==> config.mk <==
export PLATFORM = sky130hd
export DESIGN_NAME = pin_input_cond
export DESIGN_NICKNAME = d
export VERILOG_FILES = /design/src/rtl/pin_cond_pkg.sv /design/src/rtl/pin_sync_stage.sv /design/src/rtl/pin_edge_level_det.sv /design/src/rtl/pin_pad_drive.sv /design/src/rtl/pin_input_cond.sv
export SDC_FILE = /design/constraint.sdc
export NUM_CORES = 1
export LEC_CHECK = 0
export BUFFER_PORTS_ARGS = -buffer_cell sky130_fd_sc_hd__buf_4
export CORE_ASPECT_RATIO = 0.8
export CORE_MARGIN = 3
export CORE_UTILIZATION = 46
export CTS_CLUSTER_SIZE = 20
export DETAILED_ROUTE_END_ITERATION = 16
export PLACE_DENSITY = 0.77
export SLEW_MARGIN = 0
export SYNTH_ARGS = -nofsm -noshare
export SYNTH_HDL_FRONTEND = slang
export SYNTH_SLANG_ARGS = --single-unit
export TNS_END_PERCENT = 10
==> constraint.sdc <==
create_clock -name clk -period 2 [get_ports clk]
set_input_delay 0.4 -clock clk [delete_from_list [all_inputs] [get_ports clk]]
set_output_delay 0.4 -clock clk [all_outputs]
set_load 0.05 [all_outputs]
==> src/rtl/pin_cond_pkg.sv <==
package pin_cond_pkg;
  localparam int CFG_W   = 11;
  localparam int NSTAGE  = 2;
  localparam int TYPE_W  = 3;
  localparam int MODE_W  = 2;

  localparam logic [TYPE_W-1:0] IT_OFF  = 3'd0;
  localparam logic [TYPE_W-1:0] IT_RISE = 3'd1;
  localparam logic [TYPE_W-1:0] IT_FALL = 3'd2;
  localparam logic [TYPE_W-1:0] IT_ANY  = 3'd3;
  localparam logic [TYPE_W-1:0] IT_LOW  = 3'd4;
  localparam logic [TYPE_W-1:0] IT_HIGH = 3'd5;

  localparam logic [MODE_W-1:0] SM_PASS = 2'd0;
  localparam logic [MODE_W-1:0] SM_NEG  = 2'd1;

  typedef struct packed {
    logic              wake_en;
    logic              open_drain;
    logic [MODE_W-1:0] stage2;
    logic [MODE_W-1:0] stage1;
    logic [1:0]        irq_en;
    logic [TYPE_W-1:0] irq_type;
  } pin_cfg_t;
endpackage

==> src/rtl/pin_sync_stage.sv <==
module pin_sync_stage
  import pin_cond_pkg::*;
(
  input  logic              clk,
  input  logic              rst_n,
  input  logic [MODE_W-1:0] mode,
  input  logic              d,
  output logic              q
);
  logic q_rise;
  logic q_fall;

  always_ff @(posedge clk or negedge rst_n) begin
    if (!rst_n) q_rise <= 1'b0;
    else        q_rise <= d;
  end

  always_ff @(negedge clk or negedge rst_n) begin
    if (!rst_n) q_fall <= 1'b0;
    else        q_fall <= d;
  end

  always_comb begin
    case (mode)
      SM_PASS: q = d;
      SM_NEG:  q = q_fall;
      default: q = q_rise;
    endcase
  end
endmodule

==> src/rtl/pin_edge_level_det.sv <==
module pin_edge_level_det
  import pin_cond_pkg::*;
(
  input  logic              clk,
  input  logic              rst_n,
  input  logic              cin,
  input  logic [TYPE_W-1:0] irq_type,
  input  logic              clr,
  output logic              pin_int,
  output logic              pending,
  output logic              level_hit
);
  logic prev;
  logic rise;
  logic fall;
  logic edge_hit;
  logic is_edge;

  always_ff @(posedge clk or negedge rst_n) begin
    if (!rst_n) prev <= 1'b0;
    else        prev <= cin;
  end

  assign rise = cin & ~prev;
  assign fall = ~cin & prev;

  always_comb begin
    edge_hit  = 1'b0;
    level_hit = 1'b0;
    is_edge   = 1'b0;
    case (irq_type)
      IT_RISE: begin is_edge = 1'b1; edge_hit = rise;        end
      IT_FALL: begin is_edge = 1'b1; edge_hit = fall;        end
      IT_ANY:  begin is_edge = 1'b1; edge_hit = rise | fall; end
      IT_LOW:  level_hit = ~cin;
      IT_HIGH: level_hit = cin;
      default: ;
    endcase
  end

  always_ff @(posedge clk or negedge rst_n) begin
    if (!rst_n)        pending <= 1'b0;
    else if (edge_hit) pending <= 1'b1;
    else if (clr)      pending <= 1'b0;
  end

  assign pin_int = is_edge ? pending : level_hit;
endmodule

==> src/rtl/pin_pad_drive.sv <==
module pin_pad_drive (
  input  logic open_drain,
  input  logic out_val,
  input  logic out_en,
  output logic pad_oe,
  output logic pad_do
);
  always_comb begin
    if (open_drain) begin
      pad_oe = out_en & ~out_val;
      pad_do = 1'b0;
    end else begin
      pad_oe = out_en;
      pad_do = out_val;
    end
  end
endmodule

==> src/rtl/pin_input_cond.sv <==
module pin_input_cond
  import pin_cond_pkg::*;
(
  input  logic             clk,
  input  logic             rst_n,
  input  logic             pad_in,
  input  logic             cfg_we,
  input  logic [CFG_W-1:0] cfg_wdata,
  output logic [CFG_W-1:0] cfg_rdata,
  input  logic             sts_clr,
  output logic             sts_pending,
  input  logic             out_val,
  input  logic             out_en,
  output logic             pad_oe,
  output logic             pad_do,
  output logic             irq_mask,
  output logic             irq_nmi,
  output logic             wake_req
);
  pin_cfg_t                       cfg;
  logic [NSTAGE:0]                chain;
  logic [NSTAGE-1:0][MODE_W-1:0]  modes;
  logic                           pin_int;
  logic                           level_hit;

  always_ff @(posedge clk or negedge rst_n) begin
    if (!rst_n)      cfg <= '0;
    else if (cfg_we) cfg <= pin_cfg_t'(cfg_wdata);
  end

  assign cfg_rdata = cfg;
  assign modes     = {cfg.stage2, cfg.stage1};
  assign chain[0]  = pad_in;

  for (genvar g = 0; g < NSTAGE; g++) begin : g_stage
    pin_sync_stage i_stage (
      .clk  (clk),
      .rst_n(rst_n),
      .mode (modes[g]),
      .d    (chain[g]),
      .q    (chain[g+1])
    );
  end

  pin_edge_level_det i_det (
    .clk      (clk),
    .rst_n    (rst_n),
    .cin      (chain[NSTAGE]),
    .irq_type (cfg.irq_type),
    .clr      (sts_clr),
    .pin_int  (pin_int),
    .pending  (sts_pending),
    .level_hit(level_hit)
  );

  pin_pad_drive i_drv (
    .open_drain(cfg.open_drain),
    .out_val   (out_val),
    .out_en    (out_en),
    .pad_oe    (pad_oe),
    .pad_do    (pad_do)
  );

  assign irq_mask = pin_int & cfg.irq_en[0];
  assign irq_nmi  = pin_int & cfg.irq_en[1];
  assign wake_req = cfg.wake_en & level_hit;
endmodule

==> reports/qor.csv, run 1 <==
metric,value,unit
hold_viol,0,
slew_viol_final,0,
fp.dieH,44.04,µm
required,1600,ps
critical-path-slowest-cell,dfrtn_1,
p_leak,0.5707,nW
core_area,0.001659,mm²
cts_root_buf,clkbuf_4,
setup_slack,-1187,ps
setup_violations,5,
ioPinCount,35,
hold_class,in2reg,
worst_ep_arrival_time,2790,ps
p_clk_share,18.4,%
final_layout_size_suffix_gt1_share,55.77,%
post-place-ws,-922.5,ps
initial_core_util,50.15,%
synth_seq_cells,17,
yosysMostFrequentCell,dfrtp_1,
intPower,0.6146,mW
worstMarginPinSlew,413.1,ps
endpoint_kind,output pin,
drtIter0Drc,10,
finClkSkew,1.192,ps
cap_violations,0,
cts-buffers-inserted,3,
syn_avg_cell_area,12.80,µm²
share_comb_of_total_power,38.8,%
violations,setup timing,
synth_common_cells,"15 x dfrtp_1, 11 x mux2_2, 5 x inv_1",
cts_tree,built,
place_hpwl,1.456,mm
synth-main-ff-cell,dfrtp_1,
grt_pass1_vias,651,
switchingPower,0.3759,mW
yosysSeqAreaShare,51.13,%
die_width,53.55,µm
dr.pass1.iters,4,
via_per_inst,5.381,
grt_pass1_wl,3.036,mm
synthDistinctLibCells,25,
yosys_warnings,0,
synth_edf_count,0,
synth_top_area_share,45.11,%
p_per_area,835.1,mW/mm²
criticalPathCategory,reg2out,
critPathMaxStageDelay,390,ps
clock_path_buffers,2,
grt_max_degree,18,
antenna_found_initial,0,
synthCells,65,
synthTopCellsByArea,"dfrtp_1 45%, mux2_2 15%, dfrtn_1 6.0%",
die_area,0.002358,mm²
overflow,0,
fin_nets,125,
wl,1.870,mm
clk_latency,290,ps
track_usage,18.53,%
path_cells,"mux2i_1, or3_4, a21boi_4, mux2i_4, buf_6",
drc,0,
r2r_cells,9,
ir_drop,0.5385,mV
start_kind,register,
async_reset_ff_share,100.0,%
wl_per_cell,14.84,µm
slew_headroom,72.46,%
cp_max_fo,4,
placed_area,0.001130,mm²
status,"finished, violations left",
cts-htree-levels,1,
antenna_cells,0,
hold_depth,1,
rsz0062_at_grt,true,
yosysTopAreaCell,dfrtp_1,
ant_nets,0,
rows,13,
vias,678,
place_congestion,0.7971,
port_buffers,34,
power.share.switching,37.96,%
syn-cell-area,832.0,µm²
path_clk_slew,100,ps
syn-num-nets,85,
pwr-share-seq,42.8,%
area_growth,42.56,%
clkSinkCount,17,
final_area,0.001186,mm²
## placed cells by master, fill, tap and decap left out, drive strengths merged
| cell | instances |
|---|---|
| a41o | 2 |
| buf | 37 |
| nor3b | 2 |
| o22ai | 1 |
| nand2 | 1 |
| a221oi | 1 |
| clkbuf | 3 |
| nand3 | 1 |
| or3 | 1 |
| ha | 2 |
| o21ai | 1 |
| nor2b | 3 |
| o32ai | 1 |
| a21oi | 1 |
| dfrtn | 2 |
| dfrtp | 15 |
| inv | 5 |
| nand2b | 2 |
| clkinv | 1 |
| nor2 | 1 |
| mux2 | 11 |
| mux2i | 4 |
| nand3b | 1 |
| dlygate4sd3 | 1 |
| a32o | 2 |
| a21boi | 2 |
## stage by stage
stage | TNS (ps) | utilization (%) | power [mW] | hold slack (ps) | std cells
after floorplan | -3629 | - | 0.6751 | 104.4 | 65
after global placement | -3586 | 68.10 | 0.7907 | 270.4 | 120
final | -4837 | 71.49 | 0.9905 | 227.9 | 126
after detailed placement | -3848 | 68.10 | 0.8046 | 277.3 | 120
after CTS | -4937 | 71.49 | 1.002 | 221.0 | 126
after global routing | -5265 | 71.49 | 1.049 | 207.2 | 126
## layout make-up
cell class / instances / area (µm²)
clock buffers: 3 / 22.52
clock inverters: 1 / 5.005
fillers: 141 / 473.0
inverters: 5 / 18.77
multi-input cells: 40 / 387.9
flip-flops and latches: 17 / 425.4
well taps: 22 / 27.53
repair buffers: 38 / 299.0
## critical path, delay by kind of cell (launching register included)
kind,cells,cell delay (ps)
buffers and inverters,1,180
AO/OA/AOI/OAI,1,220
AND/OR/NAND/NOR,1,360
flip-flops,1,390
multiplexers,2,340
## registers in the layout (all words and copies together), names as in the netlist
name                    count
g_stage.i_stage.q_rise      2
i_det.prev                  1
cfg_rdata                  11
g_stage.i_stage.q_fall      2
i_det.pending               1
## power groups by stage
stage	Combinational, mW	Sequential (mW)	Clock, mW
2_1_floorplan	0.167	0.508	0
3_5_place_dp	0.373	0.431	0
4_1_cts	0.386	0.424	0.192
6_report	0.384	0.424	0.182
5_1_grt	0.408	0.432	0.209
3_3_place_gp	0.364	0.427	0
## repair_timing
item | 4_1_cts | 5_1_grt
endpoints found under the setup margin | 5 | 6
hold buffers | 1 | 0
setup buffers | 1 | 0
hold endpoints to repair | 15 | 0
gates resized for setup | 3 | 0
pin swaps | 2 | 1
## path summary, 6_finish.rpt
check                           slack (ps)                         to                       from
worst max-delay path                 -1190                   wake_req  g_stage[0].i_stage.q_fall
worst min-delay path                   230  g_stage[0].i_stage.q_rise                     pad_in
worst max register to register        -970              i_det.pending  g_stage[0].i_stage.q_fall
worst min register to register         570              i_det.pending              i_det.pending
max in group asynchronous              380  g_stage[0].i_stage.q_fall                      rst_n
min in group asynchronous              520              cfg_rdata[10]                      rst_n
## kinds of logic (layout without fill, tap and decap cells)
logic type,after synthesis,count (layout),share of synthesized area (%)
simple gates,12,12,9.322
compound gates,11,11,12.78
mux,15,15,19.70
buf+inv,8,47,4.061
fa+ha+maj,2,2,3.007
flops,17,17,51.13
## metal layers
metal  vias up  wire length (µm)  GRT usage [%]
met5         -                 0              0
met4         0                12          4.592
met3         2               165          7.407
met2        28               962          30.81
met1       333               729          22.44
li1        315                 -              -
(Power assumes the default switching activity.)
==> run 2, diff against run 1 <==
CORE_ASPECT_RATIO = not set   (was 0.8)
==> run 2 against run 1 <==
The flow still finishes with violations (setup timing). Register-to-register slack gained 40 ps. Combinational power grew 2%. Sequential power down 0.9%. Wire length is 2.7% lower. First-iteration DRC count fell by 20%. Utilization is 3.8 points higher. Clock-buffer cell count unchanged. Setup slack got worse by 17 ps. Cell count grew 2.4%. Non-clock buffer count grew 1.
==> reports/qor.csv, run 2 (synthesized netlist as in run 1, its figures left out) <==
metric,value,unit
via_per_inst,5.109,
pwr-share-seq,42.2,%
finClkSkew,3.792,ps
hold_path_end,g_stage[0].i_stage.q_rise,
p_clk_share,18.5,%
track_usage,17.11,%
power.share.switching,37.82,%
share_comb_of_total_power,39.3,%
ir_drop,0.6473,mV
path_clk_slew,90,ps
status,"finished, violations left",
wl,1.820,mm
clk_latency,290,ps
rows,14,
antenna_found_initial,0,
hold_class,in2reg,
critPathMaxStageDelay,410,ps
clock_path_buffers,2,
worst_ep_arrival_time,2800,ps
switchingPower,0.3757,mW
area_growth,44.21,%
tns,-4809,ps
antenna_cells,0,
violations,setup timing,
final_cell_mix,"35 x buf_4, 15 x dfrtp_1, 11 x mux2_2",
cp_max_fo,4,
cts_root_buf,clkbuf_4,
overflow,0,
wl_per_cell,14.11,µm
endpoint_kind,output pin,
dr.pass1.iters,4,
die_width,48.53,µm
path_cells,"mux2i_2, or3_4, a21boi_4, mux2i_4, buf_6",
slew_viol_final,0,
cts_tree,built,
ff2ff_setup_slack,-930,ps
fin_nets,126,
cts-htree-levels,1,
r2r_end,i_det.pending,
final_layout_size_suffix_gt1_share,57.14,%
r2r_start,g_stage[0].i_stage.q_fall,
drtIter0Drc,8,
p_leak,0.5739,nW
hold_viol,0,
core_area,0.001594,mm²
setup_violations,5,
grt_pass1_vias,658,
required,1600,ps
drc,0,
die_area,0.002355,mm²
start_kind,register,
final_util,75.27,%
ant_nets,0,
hold_path.startpoint,pad_in,
fp.dieH,48.53,µm
criticalPathCategory,reg2out,
cts-buffers-inserted,3,
vias,659,
worstMarginPinSlew,408.1,ps
clkSinkCount,17,
critical-path-slowest-cell,dfrtn_1,
port_buffers,34,
grt_max_degree,18,
largest_reg_flops,11,
intPower,0.6179,mW
ioPinCount,35,
final_common_cell,buf_4,
hold_depth,1,
slew_headroom,72.79,%
post-place-ws,-919.5,ps
place_hpwl,1.456,mm
r2r_cells,9,
setup_slack,-1204,ps
p_per_area,828.1,mW/mm²
grt_pass1_wl,3.070,mm
fin_hold_ws,240.8,ps
initial_core_util,52.20,%
place_congestion,0.8369,
cap_violations,0,
rsz0062_at_grt,true,
-- run 2: cell count changes in the layout (fill, tap and decap cells not counted) --
cell	before	now
buf_4	34	35
mux2i_2	0	1
mux2i_1	3	2
-- run 2: area by class of cell --
cell class | instances | area, µm²
clock inverter | 1 | 5.005
timing repair buffer | 39 | 306.5
fill | 127 | 394.1
sequential | 17 | 425.4
inverter | 5 | 18.77
tap | 24 | 30.03
clock buffer | 3 | 22.52
multi-input combinational | 40 | 391.6
-- run 2: worst max path at each step --
| stage | startpoint | end | slack (ps) | depth (start not counted) |
|---|---|---|---|---|
| 2_1_floorplan | g_stage[0].i_stage.q_fall | wake_req | -900 | 4 |
| 3_3_place_gp | g_stage[0].i_stage.q_fall | wake_req | -880 | 5 |
| 3_5_place_dp | g_stage[0].i_stage.q_fall | wake_req | -920 | 5 |
| 4_1_cts | g_stage[0].i_stage.q_fall | wake_req | -1210 | 5 |
| 5_1_grt | g_stage[0].i_stage.q_fall | wake_req | -1290 | 5 |
| 6_report | g_stage[0].i_stage.q_fall | wake_req | -1200 | 5 |
-- run 2: power groups by stage --
stage | sequential (mW) | combinational, mW | clock (mW)
2_1_floorplan | 0.508 | 0.167 | 0
3_3_place_gp | 0.424 | 0.372 | 0
3_5_place_dp | 0.426 | 0.378 | 0
4_1_cts | 0.419 | 0.392 | 0.188
5_1_grt | 0.426 | 0.415 | 0.203
6_report | 0.420 | 0.390 | 0.183
-- run 2: what timing repair did --
| action | CTS | global route |
|---|---|---|
| setup endpoints to repair | 5 | 6 |
| hold buffers | 1 | 0 |
| pin swaps | 1 | 2 |
| buffers inserted | 1 | 0 |
| endpoints found under the hold margin | 15 | 0 |
| resized for setup | 3 | 1 |
-- run 2: routing by layer --
layer,up-vias,global-route usage (%),share of wire [%],wire length (µm)
li1,314,-,-,-
met1,317,22.35,45,815
met2,23,27.52,48,870
met3,5,2.761,5.5,101
met4,0,8.531,1.9,34
met5,-,0,0,0
-- run 2: metrics by stage --
step | total power [mW] | std cells | area (µm²)
2_1_floorplan | 0.6751 | 65 | 847.1
3_3_place_gp | 0.7960 | 123 | 1140
3_5_place_dp | 0.8040 | 123 | 1140
4_1_cts | 0.9983 | 129 | 1196
5_1_grt | 1.044 | 129 | 1200
6_report | 0.9936 | 129 | 1200
-- run 2: worst max-delay path, delay by kind of cell, from the launching register on --
family	cells	cell delay, ps
compound gates	1	220
buf+inv	1	180
flops	1	410
mux	2	340
simple gates	1	360
